===== src/rtl/f2fx_pkg.sv =====
package f2fx_pkg;
    localparam int FLT_W   = 32;
    localparam int EXP_W   = 8;
    localparam int MAN_W   = 23;
    localparam int SIG_W   = MAN_W + 1;
    localparam int BIAS    = 127;
    localparam int WORD_W  = 32;
    localparam int HALF_W  = 16;
    localparam int IMM_W   = 5;
    localparam int FB_W    = $clog2(WORD_W) + 1;
    localparam int SH_W    = 11;
    localparam int MAG_W   = WORD_W + 2;
    localparam int MAX_LSH = MAG_W - SIG_W;

    // Unpacked operand: significand and net binary shift to integer weight
    typedef struct packed {
        logic                 sign;
        logic                 is_nan;
        logic                 is_inf;
        logic                 is_zero;
        logic [SIG_W-1:0]     sig;
        logic [SH_W-1:0]      shamt;   // two's complement
    } unpk_t;

    // Truncated magnitude plus the information needed for range checks
    typedef struct packed {
        logic                 sign;
        logic                 is_nan;
        logic                 is_inf;
        logic                 big;
        logic                 lost;
        logic [MAG_W-1:0]     mag;
    } scl_t;

    typedef struct packed {
        logic [WORD_W-1:0]    data;
        logic                 inv;
        logic                 inx;
    } res_t;

    // Fraction-bit count: container width minus the reordered immediate
    function automatic logic [FB_W-1:0] frac_bits(input logic [IMM_W-1:0] code,
                                                  input logic word);
        logic [IMM_W-1:0] k;
        logic [FB_W-1:0]  cw;
        k  = {code[IMM_W-2:0], code[IMM_W-1]};
        cw = word ? FB_W'(WORD_W) : FB_W'(HALF_W);
        return (FB_W'(k) > cw) ? '0 : cw - FB_W'(k);
    endfunction
endpackage


===== src/rtl/f2fx_unpack.sv =====
module f2fx_unpack
    import f2fx_pkg::*;
(
    input  logic [FLT_W-1:0] flt,
    input  logic [FB_W-1:0]  fbits,
    output unpk_t            u
);
    logic [EXP_W-1:0] ex;
    logic [MAN_W-1:0] man;
    logic [EXP_W-1:0] eff_ex;

    always_comb begin
        ex       = flt[FLT_W-2 -: EXP_W];
        man      = flt[MAN_W-1:0];
        eff_ex   = (ex == '0) ? EXP_W'(1) : ex;
        u.sign   = flt[FLT_W-1];
        u.is_nan = (ex == '1) && (man != '0);
        u.is_inf = (ex == '1) && (man == '0);
        u.is_zero = (ex == '0) && (man == '0);
        u.sig    = {(ex != '0), man};
        u.shamt  = SH_W'(eff_ex) + SH_W'(fbits) - SH_W'(BIAS + MAN_W);
    end
endmodule


===== src/rtl/f2fx_scale.sv =====
module f2fx_scale
    import f2fx_pkg::*;
(
    input  unpk_t u,
    output scl_t  s
);
    logic [SH_W-1:0]    rsh;
    logic [2*SIG_W-1:0] wide;

    always_comb begin
        s.sign   = u.sign;
        s.is_nan = u.is_nan;
        s.is_inf = u.is_inf;
        s.big    = 1'b0;
        s.lost   = 1'b0;
        s.mag    = '0;
        rsh      = '0;
        wide     = '0;
        if (!(u.is_nan || u.is_inf || u.is_zero)) begin
            if (!u.shamt[SH_W-1]) begin
                // left shift: anything past MAX_LSH cannot fit any container
                if (u.shamt > SH_W'(MAX_LSH))
                    s.big = 1'b1;
                else
                    s.mag = MAG_W'(u.sig) << u.shamt;
            end else begin
                rsh = -u.shamt;
                if (rsh > SH_W'(SIG_W)) begin
                    s.lost = |u.sig;
                end else begin
                    wide   = {u.sig, SIG_W'(0)} >> rsh;
                    s.mag  = MAG_W'(wide[2*SIG_W-1:SIG_W]);
                    s.lost = |wide[SIG_W-1:0];
                end
            end
        end
    end
endmodule


===== src/rtl/f2fx_sat.sv =====
module f2fx_sat
    import f2fx_pkg::*;
(
    input  scl_t s,
    input  logic is_signed,
    input  logic is_word,
    output res_t r
);
    logic [MAG_W-1:0]  lim_pos;
    logic [MAG_W-1:0]  lim_neg;
    logic [MAG_W-1:0]  neg_mag;
    logic [MAG_W-1:0]  neg_lim;
    logic              hi;
    logic              lo;

    always_comb begin
        unique case ({is_signed, is_word})
            2'b11: begin
                lim_pos = (MAG_W'(1) << (WORD_W-1)) - MAG_W'(1);
                lim_neg =  MAG_W'(1) << (WORD_W-1);
            end
            2'b10: begin
                lim_pos = (MAG_W'(1) << (HALF_W-1)) - MAG_W'(1);
                lim_neg =  MAG_W'(1) << (HALF_W-1);
            end
            2'b01: begin
                lim_pos = (MAG_W'(1) << WORD_W) - MAG_W'(1);
                lim_neg = '0;
            end
            default: begin
                lim_pos = (MAG_W'(1) << HALF_W) - MAG_W'(1);
                lim_neg = '0;
            end
        endcase

        // compare the exact value: equal magnitude with dropped bits is beyond
        hi = !s.is_nan && !s.sign &&
             (s.is_inf || s.big || (s.mag > lim_pos) || ((s.mag == lim_pos) && s.lost));
        lo = !s.is_nan && s.sign &&
             (s.is_inf || s.big || (s.mag > lim_neg) || ((s.mag == lim_neg) && s.lost));

        neg_mag = -s.mag;
        neg_lim = -lim_neg;

        if (s.is_nan)   r.data = '0;
        else if (hi)    r.data = lim_pos[WORD_W-1:0];
        else if (lo)    r.data = neg_lim[WORD_W-1:0];
        else if (s.sign) r.data = neg_mag[WORD_W-1:0];
        else            r.data = s.mag[WORD_W-1:0];

        r.inv = s.is_nan | hi | lo;
        r.inx = s.lost & ~r.inv;
    end
endmodule


===== src/rtl/f2fx_conv.sv =====
module f2fx_conv
    import f2fx_pkg::*;
(
    input  logic              clk,
    input  logic              rst,
    input  logic              in_valid,
    input  logic [FLT_W-1:0]  in_float,
    input  logic              in_signed,
    input  logic              in_word,
    input  logic [IMM_W-1:0]  in_imm,
    output logic              out_valid,
    output logic [WORD_W-1:0] out_data,
    output logic              out_invalid,
    output logic              out_inexact
);
    logic [FB_W-1:0] fbits;
    unpk_t           unpk;
    scl_t            scl;
    res_t            res;

    assign fbits = frac_bits(in_imm, in_word);

    f2fx_unpack u_unpack (.flt(in_float), .fbits(fbits), .u(unpk));
    f2fx_scale  u_scale  (.u(unpk), .s(scl));
    f2fx_sat    u_sat    (.s(scl), .is_signed(in_signed), .is_word(in_word), .r(res));

    always_ff @(posedge clk) begin
        if (rst) begin
            out_valid   <= 1'b0;
            out_data    <= '0;
            out_invalid <= 1'b0;
            out_inexact <= 1'b0;
        end else begin
            out_valid <= in_valid;
            if (in_valid) begin
                out_data    <= res.data;
                out_invalid <= res.inv;
                out_inexact <= res.inx;
            end
        end
    end

    p_latency_r9: assert property (@(posedge clk) disable iff (rst)
        in_valid |=> out_valid);

    p_idle_hold_r9: assert property (@(posedge clk) disable iff (rst)
        !in_valid |=> (!out_valid && $stable(out_data) && $stable(out_invalid)));

    p_nan_zero_r6: assert property (@(posedge clk) disable iff (rst)
        (in_valid && (in_float[FLT_W-2 -: EXP_W] == '1) && (in_float[MAN_W-1:0] != '0))
        |=> (out_invalid && (out_data == '0)));

    p_neg_unsigned_r5: assert property (@(posedge clk) disable iff (rst)
        (in_valid && !in_signed && in_float[FLT_W-1] && (in_float[FLT_W-2:0] != '0))
        |=> (out_invalid && (out_data == '0)));

    p_uhalf_zext_r5: assert property (@(posedge clk) disable iff (rst)
        (in_valid && !in_signed && !in_word) |=> (out_data[WORD_W-1:HALF_W] == '0));

    p_shalf_sext_r3: assert property (@(posedge clk) disable iff (rst)
        (in_valid && in_signed && !in_word) |=>
        (($countones(out_data[WORD_W-1:HALF_W-1]) == 0) ||
         ($countones(out_data[WORD_W-1:HALF_W-1]) == WORD_W-HALF_W+1)));
endmodule


===== config.mk =====
export PLATFORM = sky130hd
export DESIGN_NAME = f2fx_conv
export DESIGN_NICKNAME = d
export VERILOG_FILES = /design/src/rtl/f2fx_pkg.sv /design/src/rtl/f2fx_unpack.sv /design/src/rtl/f2fx_scale.sv /design/src/rtl/f2fx_sat.sv /design/src/rtl/f2fx_conv.sv
export SDC_FILE = /design/constraint.sdc
export NUM_CORES = 1
export LEC_CHECK = 0
export BUFFER_PORTS_ARGS = -buffer_cell sky130_fd_sc_hd__buf_4
export CORE_MARGIN = 1
export CORE_UTILIZATION = 46
export CTS_CLUSTER_DIAMETER = 60
export CTS_CLUSTER_SIZE = 24
export DETAILED_ROUTE_END_ITERATION = 10
export PLACE_DENSITY_LB_ADDON = 0.25
export SYNTH_ARGS = -nofsm -noshare
export SYNTH_HDL_FRONTEND = slang
export SYNTH_SLANG_ARGS = --single-unit

===== constraint.sdc =====
create_clock -name clk -period 23.3 [get_ports clk]
set_input_delay 4.66 -clock clk [delete_from_list [all_inputs] [get_ports clk]]
set_output_delay 4.66 -clock clk [all_outputs]
set_load 0.05 [all_outputs]

==> results of run 1 <==
-- synth_stat cells, types with 16 or more instances --
master / number
dfxtp_1: 35
a31oi_1: 37
a21o_1: 16
xnor2_1: 32
clkbuf_1: 63
a211oi_1: 16
ha_1: 34
nand3_1: 26
o21ai_0: 76
nor3_1: 30
a21oi_1: 70
nor2_1: 105
mux2i_1: 53
inv_1: 32
mux4_2: 18
nand2_1: 139
mux2_2: 21
-- power by group through the flow --
stage	Sequential (mW)	Combinational [mW]	Clock (mW)
final	0.0786	0.774	0.0649
after global routing	0.0800	0.824	0.0677
after CTS	0.0787	0.749	0.0661
after detailed placement	0.0798	0.746	0
after global placement	0.0799	0.749	0
after floorplan	0.122	0.516	0
-- layout by cell type, fill, tap and decap left out, types with 7 or more instances in the layout --
| master | netlist | final |
|---|---|---|
| nor2b_1 | 14 | 14 |
| nand2b_1 | 9 | 9 |
| and2_1 | 11 | 11 |
| a21oi_1 | 70 | 70 |
| a22oi_1 | 9 | 9 |
| nor4_1 | 15 | 15 |
| ha_1 | 34 | 33 |
| mux4_2 | 18 | 18 |
| a21o_1 | 16 | 16 |
| or2_2 | 7 | 7 |
| xor2_1 | 15 | 14 |
| xnor2_1 | 32 | 32 |
| a31oi_1 | 37 | 37 |
| a211oi_1 | 16 | 16 |
| o31ai_1 | 14 | 14 |
| nand2_1 | 139 | 139 |
| mux2_2 | 21 | 21 |
| dfxtp_1 | 35 | 35 |
| nand3_1 | 26 | 26 |
| a221o_1 | 13 | 13 |
| o21ai_0 | 76 | 76 |
| nor2_1 | 105 | 105 |
| nor3_1 | 30 | 30 |
| inv_1 | 32 | 32 |
| nand4_1 | 11 | 11 |
| buf_4 | 2 | 87 |
| mux2i_1 | 53 | 53 |
| o211ai_1 | 8 | 8 |
-- sequential cells by signal, summed over array words and instances, names as in the netlist --
register	cells
out_invalid	1
out_valid	1
out_inexact	1
out_data	32
-- tightest hold or removal path: stages (launching register included) --
cell     delay (ns)
dfxtp_1        0.33
nand2_1        0.05
o21ai_0        0.06
-- metal layers --
metal	GRT usage (%)	vias to the layer above	part of all wire (%)
met5	0	-	0
met4	8.90	0	3.3
met3	5.18	75	9.8
met2	49.5	521	43
met1	45.0	4154	43
li1	-	4209	-
-- logic make-up (layout without fill, tap and decap cells) --
logic type / Yosys count / count (layout) / share of synthesized area, %
xor+xnor: 53 / 53 / 6.79
compound gates: 364 / 364 / 32.8
buf+inv: 123 / 131 / 6.32
mux: 92 / 92 / 14.7
fa+ha+maj: 35 / 35 / 5.60
simple gates: 409 / 409 / 25.0
flops: 35 / 35 / 8.80
-- per-stage QoR --
step | setup WS, ns | cells | utilization [%] | cell area [sq um]
after floorplan | 11.41 | 1111 | - | 7960
after global placement | 9.70 | 1331 | 50.9 | 8530
after detailed placement | 9.43 | 1331 | 50.9 | 8530
after CTS | 9.72 | 1339 | 51.8 | 8670
after global routing | 8.77 | 1339 | 51.8 | 8670
final | 9.59 | 1339 | 51.8 | 8670
-- cell type report --
cell class	instances	area, sq um
fill	1708	8090
multi-input combinational	953	6770
sequential	35	701
timing repair buffer	87	653
tap	220	275
inverter	36	135
clock buffer	6	129
clock inverter	2	12.5
-- how the worst max path moves through the flow --
stage                                endpoint  depth (start not counted)  startpoint
floorplan           out_data[31]$_SDFFE_PP0P_                         31     in_word
global placement    out_data[17]$_SDFFE_PP0P_                         31     in_word
detailed placement  out_data[17]$_SDFFE_PP0P_                         31     in_word
CTS                 out_data[17]$_SDFFE_PP0P_                         31     in_word
global route        out_data[18]$_SDFFE_PP0P_                         31     in_word
finish              out_data[17]$_SDFFE_PP0P_                         31     in_word
==> impl_metrics.toml, run 1 <==
[clock_network]
cts.sinks = 35
cts_tree = "built"
cts-root-buf = "clkbuf_16"
ctsHoldBuffers = 0
worstSkewPairLatency_ns = 0.28
cts_buffers = 5
cts_resized = 0
htreeDepth = 2
postCtsSetupRepairBufs = 0
clkTransAtPathRegs_ns = 0.05
cts_buffer_depth = 2

[floorplanning]
core_sq_mm = 0.0168
initial_core_util_pct = 47.5
die_h_microns = 134
rows = 47
fp.dieArea_sq_mm = 0.0178
io_pins = 77
die_x_microns = 134

[synth]
synth_warnings = 0
yosysSeqAreaShare_pct = 8.80
netlist_top_cells_area = "dfxtp_1 (8.8%), mux2i_1 (6.7%), nand2_1 (6.6%)"
ys_ff_latch = 35
async_flop_share_pct = 0
synth_top_cell_area_share_pct = 8.80
syn_inst = 1111
synth-edff-count = 0
syn-num-nets = 1188
synthFlopType = "dfxtp_1"
synth_cell_types = 104
synth.avg_cell_area_sq_um = 7.16
mappedNetlistArea_sq_mm = 0.00796
yosysTopAreaCell = "dfxtp_1"

[sta]
max_slew_margin_pct = 38.5
grt_setup_unrepaired = "false"
tightest_slew_ns = 0.922
skew_ns = 0
fin_crit_ns = 13.71
setup_violations = 0
holdWs_ns = 0.463
finalHoldViolCount = 0
fin_crit_sh_pct = 58.8
fin_tns_setup_ns = 0
drv_slew = 0
fmax_mhz = 73.0

[power]
p_leak_nw = 3.47
combPwrFrac_pct = 84.4
total_power_uw = 917
p_switching_uw = 542
clock_power_share_pct = 7.1
switching_share_pct = 59.1
powerDensity_mw_per_mm2 = 106
p_int_uw = 375
seqPwrFrac_pct = 8.6
peakVddDrop_mv = 0.0392

[hold_path]
min_path_cells = 2
worstHoldPathType = "flip-flop to flip-flop"
hold_end = "out_data[15]$_SDFFE_PP0P_"
hold_start = "out_data[15]$_SDFFE_PP0P_"

[critical_path]
critical_path_class = "input pin to flip-flop"
cp_max_fo = 47
slowest_stage = "inv_1"
path_delay_family = "simple AND/OR/NAND/NOR gates"
crit_path_start_kind = "input pin"
rr_worst_depth = 3
cp_slowest_stage_delay_ns = 0.68
worstSetupEndpointType = "flip-flop"
r2r-start = "out_data[31]$_SDFFE_PP0P_"
r2r_end = "out_data[31]$_SDFFE_PP0P_"
r2r_slack_ns = 22.49
critPathArrivalTime_ns = 13.92
worstPathRequired_ns = 23.51
cp_num_buf_inv = 7

[flow_run]
cap_violations = 0

[global_route]
grt_max_degree = 56
overflow = 0
grtUsageTotal_pct = 31.8
grt_pass1_wl_mm = 44.9
grt_antenna_before_repair = 0
grt_pass1_vias = 7856

[outcome]
outcome = "completed"

[route]
remaining_drc_errors = 0
detail_route.iter0.violations = 1060
wl_per_cell_microns = 21.5
routed_wl_mm = 28.7
antenna_left = 0
via_per_inst = 6.69
dr.pass1.iters = 6
vias = 8959

[layout]
nets = 1195
diodes = 0
syn_to_final_growth_pct = 8.98
drive_gt1_share_pct = 16.0

[placed_design]
place_congestion = 1.02
port_buffers = 76
hpwlAfterDp_mm = 22.6
No activity file was read; power rests on OpenSTA's default activity.
==> run 2: changes to the inputs <==
Clock period 23.3 ns to 11.7 ns, I/O delays scaled along.
==> impl_metrics.toml, run 2 (synthesis gave the netlist of run 1 again) <==
[clock_network]
cts_tree = "built"
cts_buffers = 5
postCtsSetupRepairBufs = 0
clkTransAtPathRegs_ns = 0.06
ctsHoldBuffers = 0
cts-root-buf = "clkbuf_16"
cts_resized = 0
htreeDepth = 2
worstSkewPairLatency_ns = 0.28
cts_buffer_depth = 2
cts.sinks = 35

[critical_path]
cp_num_buf_inv = 7
cp_slowest_stage_delay_ns = 0.70
crit_path_frequent_cell = "inv_1"
critical_path_class = "input pin to flip-flop"
path_delay_family = "compound AO/OA/AOI/OAI gates"
critPathArrivalTime_ns = 10.06
cp_max_fo = 12
crit_path_start_kind = "input pin"
slowest_stage = "nor3_1"
worstSetupEndpointType = "flip-flop"
worstPathRequired_ns = 11.93

[layout]
largest_reg_flops = 32
drive_gt1_share_pct = 16.9
syn_to_final_growth_pct = 10.4
largest_register = "out_data"
final_cell_mix = "nand2_1 (139), nor2_1 (105), buf_4 (98)"
mostFrequentLayoutCell = "nand2_1"
diodes = 0
fin_util_pct = 52.4
nets = 1206

[sta]
fin_crit_sh_pct = 84.0
drv_slew = 0
grt_setup_unrepaired = "false"
skew_ns = 0
fin_crit_ns = 9.83
setup_violations = 0
finalHoldViolCount = 0
fmax_mhz = 102
max_slew_margin_pct = 29.4
fin_tns_setup_ns = 0
tightest_slew_ns = 1.05

[power]
clock_power_share_pct = 8.3
switching_share_pct = 57.9
combPwrFrac_pct = 83.2
powerDensity_mw_per_mm2 = 210
p_int_uw = 779
peakVddDrop_mv = 0.0884
seqPwrFrac_pct = 8.5
p_switching_mw = 1.07
p_leak_nw = 3.55

[global_route]
grt_max_degree = 55
grt_pass1_vias = 8034
grt_antenna_before_repair = 0
grt_pass1_wl_mm = 44.7
grtUsageTotal_pct = 31.5
overflow = 0

[floorplanning]
die_h_microns = 134
fp.dieArea_sq_mm = 0.0178
die_x_microns = 134
initial_core_util_pct = 47.5
io_pins = 77
rows = 47
core_sq_mm = 0.0168

[route]
routed_wl_mm = 28.6
antenna_left = 0
detail_route.iter0.violations = 1022
remaining_drc_errors = 0
dr.pass1.iters = 8
via_per_inst = 6.73
wl_per_cell_microns = 21.2
vias = 9082

[placed_design]
hpwlAfterDp_mm = 22.5
place_congestion = 1.04
port_buffers = 76

[outcome]
outcome = "completed"

[hold_path]
worstHoldPathType = "flip-flop to flip-flop"

[flow_run]
cap_violations = 0
## run 2: cell count changes in the layout (fill, tap and decap cells not counted), sizes merged
| cell | change |
|---|---|
| clkbuf | -1 |
| bufinv | +1 |
| clkinvlp | -1 |
| buf | +11 |
| clkinv | +1 |
## run 2: area by class of cell
type	count	area [sq um]
Clock buffer	5	125
Clock inverter	3	43.8
Inverter	36	135
Sequential cell	35	701
Tap cell	220	275
Multi-Input combinational cell	953	6770
Fill cell	1687	7980
Timing Repair Buffer	98	736
## run 2: stage by stage
step	setup WS, ns	power, mW	hold slack, ns	cell area (sq um)	cells
4_1_cts	2.00	1.80	0.468	8780	1350
3_3_place_gp	1.88	1.65	0.446	8620	1342
2_1_floorplan	2.13	1.27	0.673	7960	1111
5_1_grt	1.24	1.96	0.488	8780	1350
6_report	1.87	1.85	0.461	8780	1350
3_5_place_dp	1.70	1.64	0.454	8620	1342
## run 2: metal layers
layer	wire (microns)	share of wire, %	track usage, %
met4	1010	3.5	10.8
met3	2890	10	5.02
met1	12200	43	44.1
met5	0	0	0
met2	12400	44	48.8
## run 2: power groups by stage
stage | Sequential [mW] | Clock (mW) | Combinational (mW)
after floorplan | 0.242 | 0 | 1.03
after global placement | 0.159 | 0 | 1.49
after detailed placement | 0.159 | 0 | 1.48
after CTS | 0.157 | 0.154 | 1.49
after global routing | 0.160 | 0.158 | 1.64
final | 0.157 | 0.154 | 1.54
## run 2: final timing paths
path	to	start	slack (ns)	cells after the start
max	out_data[25]$_SDFFE_PP0P_	in_imm[4]	1.87	30
min	out_data[15]$_SDFFE_PP0P_	out_data[15]$_SDFFE_PP0P_	0.46	2
max reg2reg	out_data[31]$_SDFFE_PP0P_	out_data[31]$_SDFFE_PP0P_	10.87	3
min reg2reg	out_data[15]$_SDFFE_PP0P_	out_data[15]$_SDFFE_PP0P_	0.46	2
## run 2: worst register-to-register path: cells and delay by family (launching register included)
family,cells,cell delay (ns)
AND/OR/NAND/NOR,1,0.06
flip-flops,1,0.31
AO/OA/AOI/OAI,2,0.35
==> run 3: changes to the inputs <==
Clock period 11.7 ns to 9.39 ns, I/O delays scaled along.
==> impl_metrics.toml, run 3 (synthesis gave the netlist of run 1 again) <==
[power]
clock_power_share_pct = 8.1
combPwrFrac_pct = 83.7
powerDensity_mw_per_mm2 = 265
p_switching_mw = 1.36
peakVddDrop_mv = 0.116
seqPwrFrac_pct = 8.3
switching_share_pct = 57.6
p_int_mw = 1.00
p_leak_nw = 3.64

[layout]
diodes = 0
multi_input_area_sq_mm = 0.00679
nets = 1222
largest_register = "out_data"
final.fill_count = 1688
seq_area_sq_um = 701
fin_cells = 1366
syn_to_final_growth_pct = 12.2
largest_reg_flops = 32
drive_gt1_share_pct = 18.3
mostFrequentLayoutCell = "nand2_1"
final_cell_mix = "nand2_1 (138), buf_4 (114), nor2_1 (105)"
fin_area_sq_mm = 0.00893

[critical_path]
cp_num_buf_inv = 9
critPathArrivalTime_ns = 8.90
startpoint = "in_imm[4]"
critical_path_class = "input pin to flip-flop"
path_delay_family = "simple AND/OR/NAND/NOR gates"
cp_slowest_stage_delay_ns = 0.55
crit_path_start_kind = "input pin"
r2r-start = "out_data[31]$_SDFFE_PP0P_"
rr_worst_depth = 3
cp.depth = 32
worstSetupEndpointType = "flip-flop"
worstPathRequired_ns = 9.56
cp_max_fo = 25
slowest_stage = "fa_2"

[clock_network]
cts.sinks = 35
cts_buffers = 5
cts_tree = "built"
postCtsSetupRepairBufs = 0
cts-root-buf = "clkbuf_16"
ctsHoldBuffers = 0
htreeDepth = 2
clkTransAtPathRegs_ns = 0.06
cts_buffer_depth = 2
worstSkewPairLatency_ns = 0.28
cts_resized = 0

[sta]
fin_crit_ns = 8.72
fmax_mhz = 115
grt_setup_unrepaired = "false"
finalHoldViolCount = 0
tightest_slew_ns = 0.946
drv_slew = 0
fin_crit_sh_pct = 92.9
skew_ns = 0
fin_tns_setup_ns = 0
max_slew_margin_pct = 36.7
fin_ws_ns = 0.666
setup_violations = 0

[route]
wl_per_cell_microns = 21.2
remaining_drc_errors = 0
routed_wl_mm = 28.9
via_per_inst = 6.63
vias = 9052
antenna_left = 0
detail_route.iter0.violations = 975
dr.pass1.iters = 6

[hold_path]
worstHoldPathType = "flip-flop to flip-flop"
hold_start = "out_data[15]$_SDFFE_PP0P_"
min_path_cells = 2

[outcome]
outcome = "completed"

[global_route]
grt_antenna_before_repair = 0
overflow = 0
grt_pass1_wl_mm = 45.7
grt_max_degree = 54
grt_pass1_vias = 8224
grtUsageTotal_pct = 32.2

[floorplanning]
core_sq_mm = 0.0168
rows = 47
io_pins = 77
initial_core_util_pct = 47.5
die_h_microns = 134
die_x_microns = 134
fp.dieArea_sq_mm = 0.0178

[placed_design]
place_congestion = 1.07
hpwlAfterDp_mm = 23.0
dp.cells = 1358
place_area_sq_mm = 0.00874
post-place-ws_ns = 0.192
port_buffers = 76

[flow_run]
cap_violations = 0
==> run 3: final timing paths <==
kind | end | slack [ns]
setup / recovery | out_data[28]$_SDFFE_PP0P_ | 0.67
hold / removal | out_data[15]$_SDFFE_PP0P_ | 0.47
setup reg to reg | out_data[31]$_SDFFE_PP0P_ | 8.57
hold reg to reg | out_data[15]$_SDFFE_PP0P_ | 0.47
==> run 3: power by group through the flow <==
stage	combinational (mW)	sequential (mW)	clock, mW
3_3_place_gp	1.91	0.198	0
5_1_grt	2.10	0.199	0.200
6_report	1.98	0.195	0.191
4_1_cts	1.91	0.196	0.193
3_5_place_dp	1.90	0.199	0
2_1_floorplan	1.28	0.302	0
==> run 3: layer usage <==
metal,track usage [%],share of wire (%),vias to the layer above
li1,-,-,4267
met4,11.0,3.6,0
met5,0,0,-
met1,44.7,44,4228
met3,4.95,8.2,72
met2,50.4,44,485
==> run 3: stage by stage <==
step | hold slack, ns | total power, mW | utilization [%]
finish | 0.466 | 2.36 | 53.3
global route | 0.498 | 2.50 | 53.3
CTS | 0.473 | 2.29 | 53.1
detailed placement | 0.459 | 2.10 | 52.1
global placement | 0.449 | 2.10 | 52.1
floorplan | 0.673 | 1.58 | -
==> run 3: cell type report <==
class                      count  area share [%]
clock inverter                 3           0.490
clock buffer                   5            1.40
sequential                    35            7.85
timing repair buffer         114            9.58
inverter                      36            1.51
multi-input combinational    953            76.1
tap                          220            3.08
==> run 3: worst register-to-register path, stage by stage (launching register included) <==
cell	delay [ns]
dfxtp_1	0.31
nand2_1	0.06
a21oi_1	0.07
a311o_1	0.27
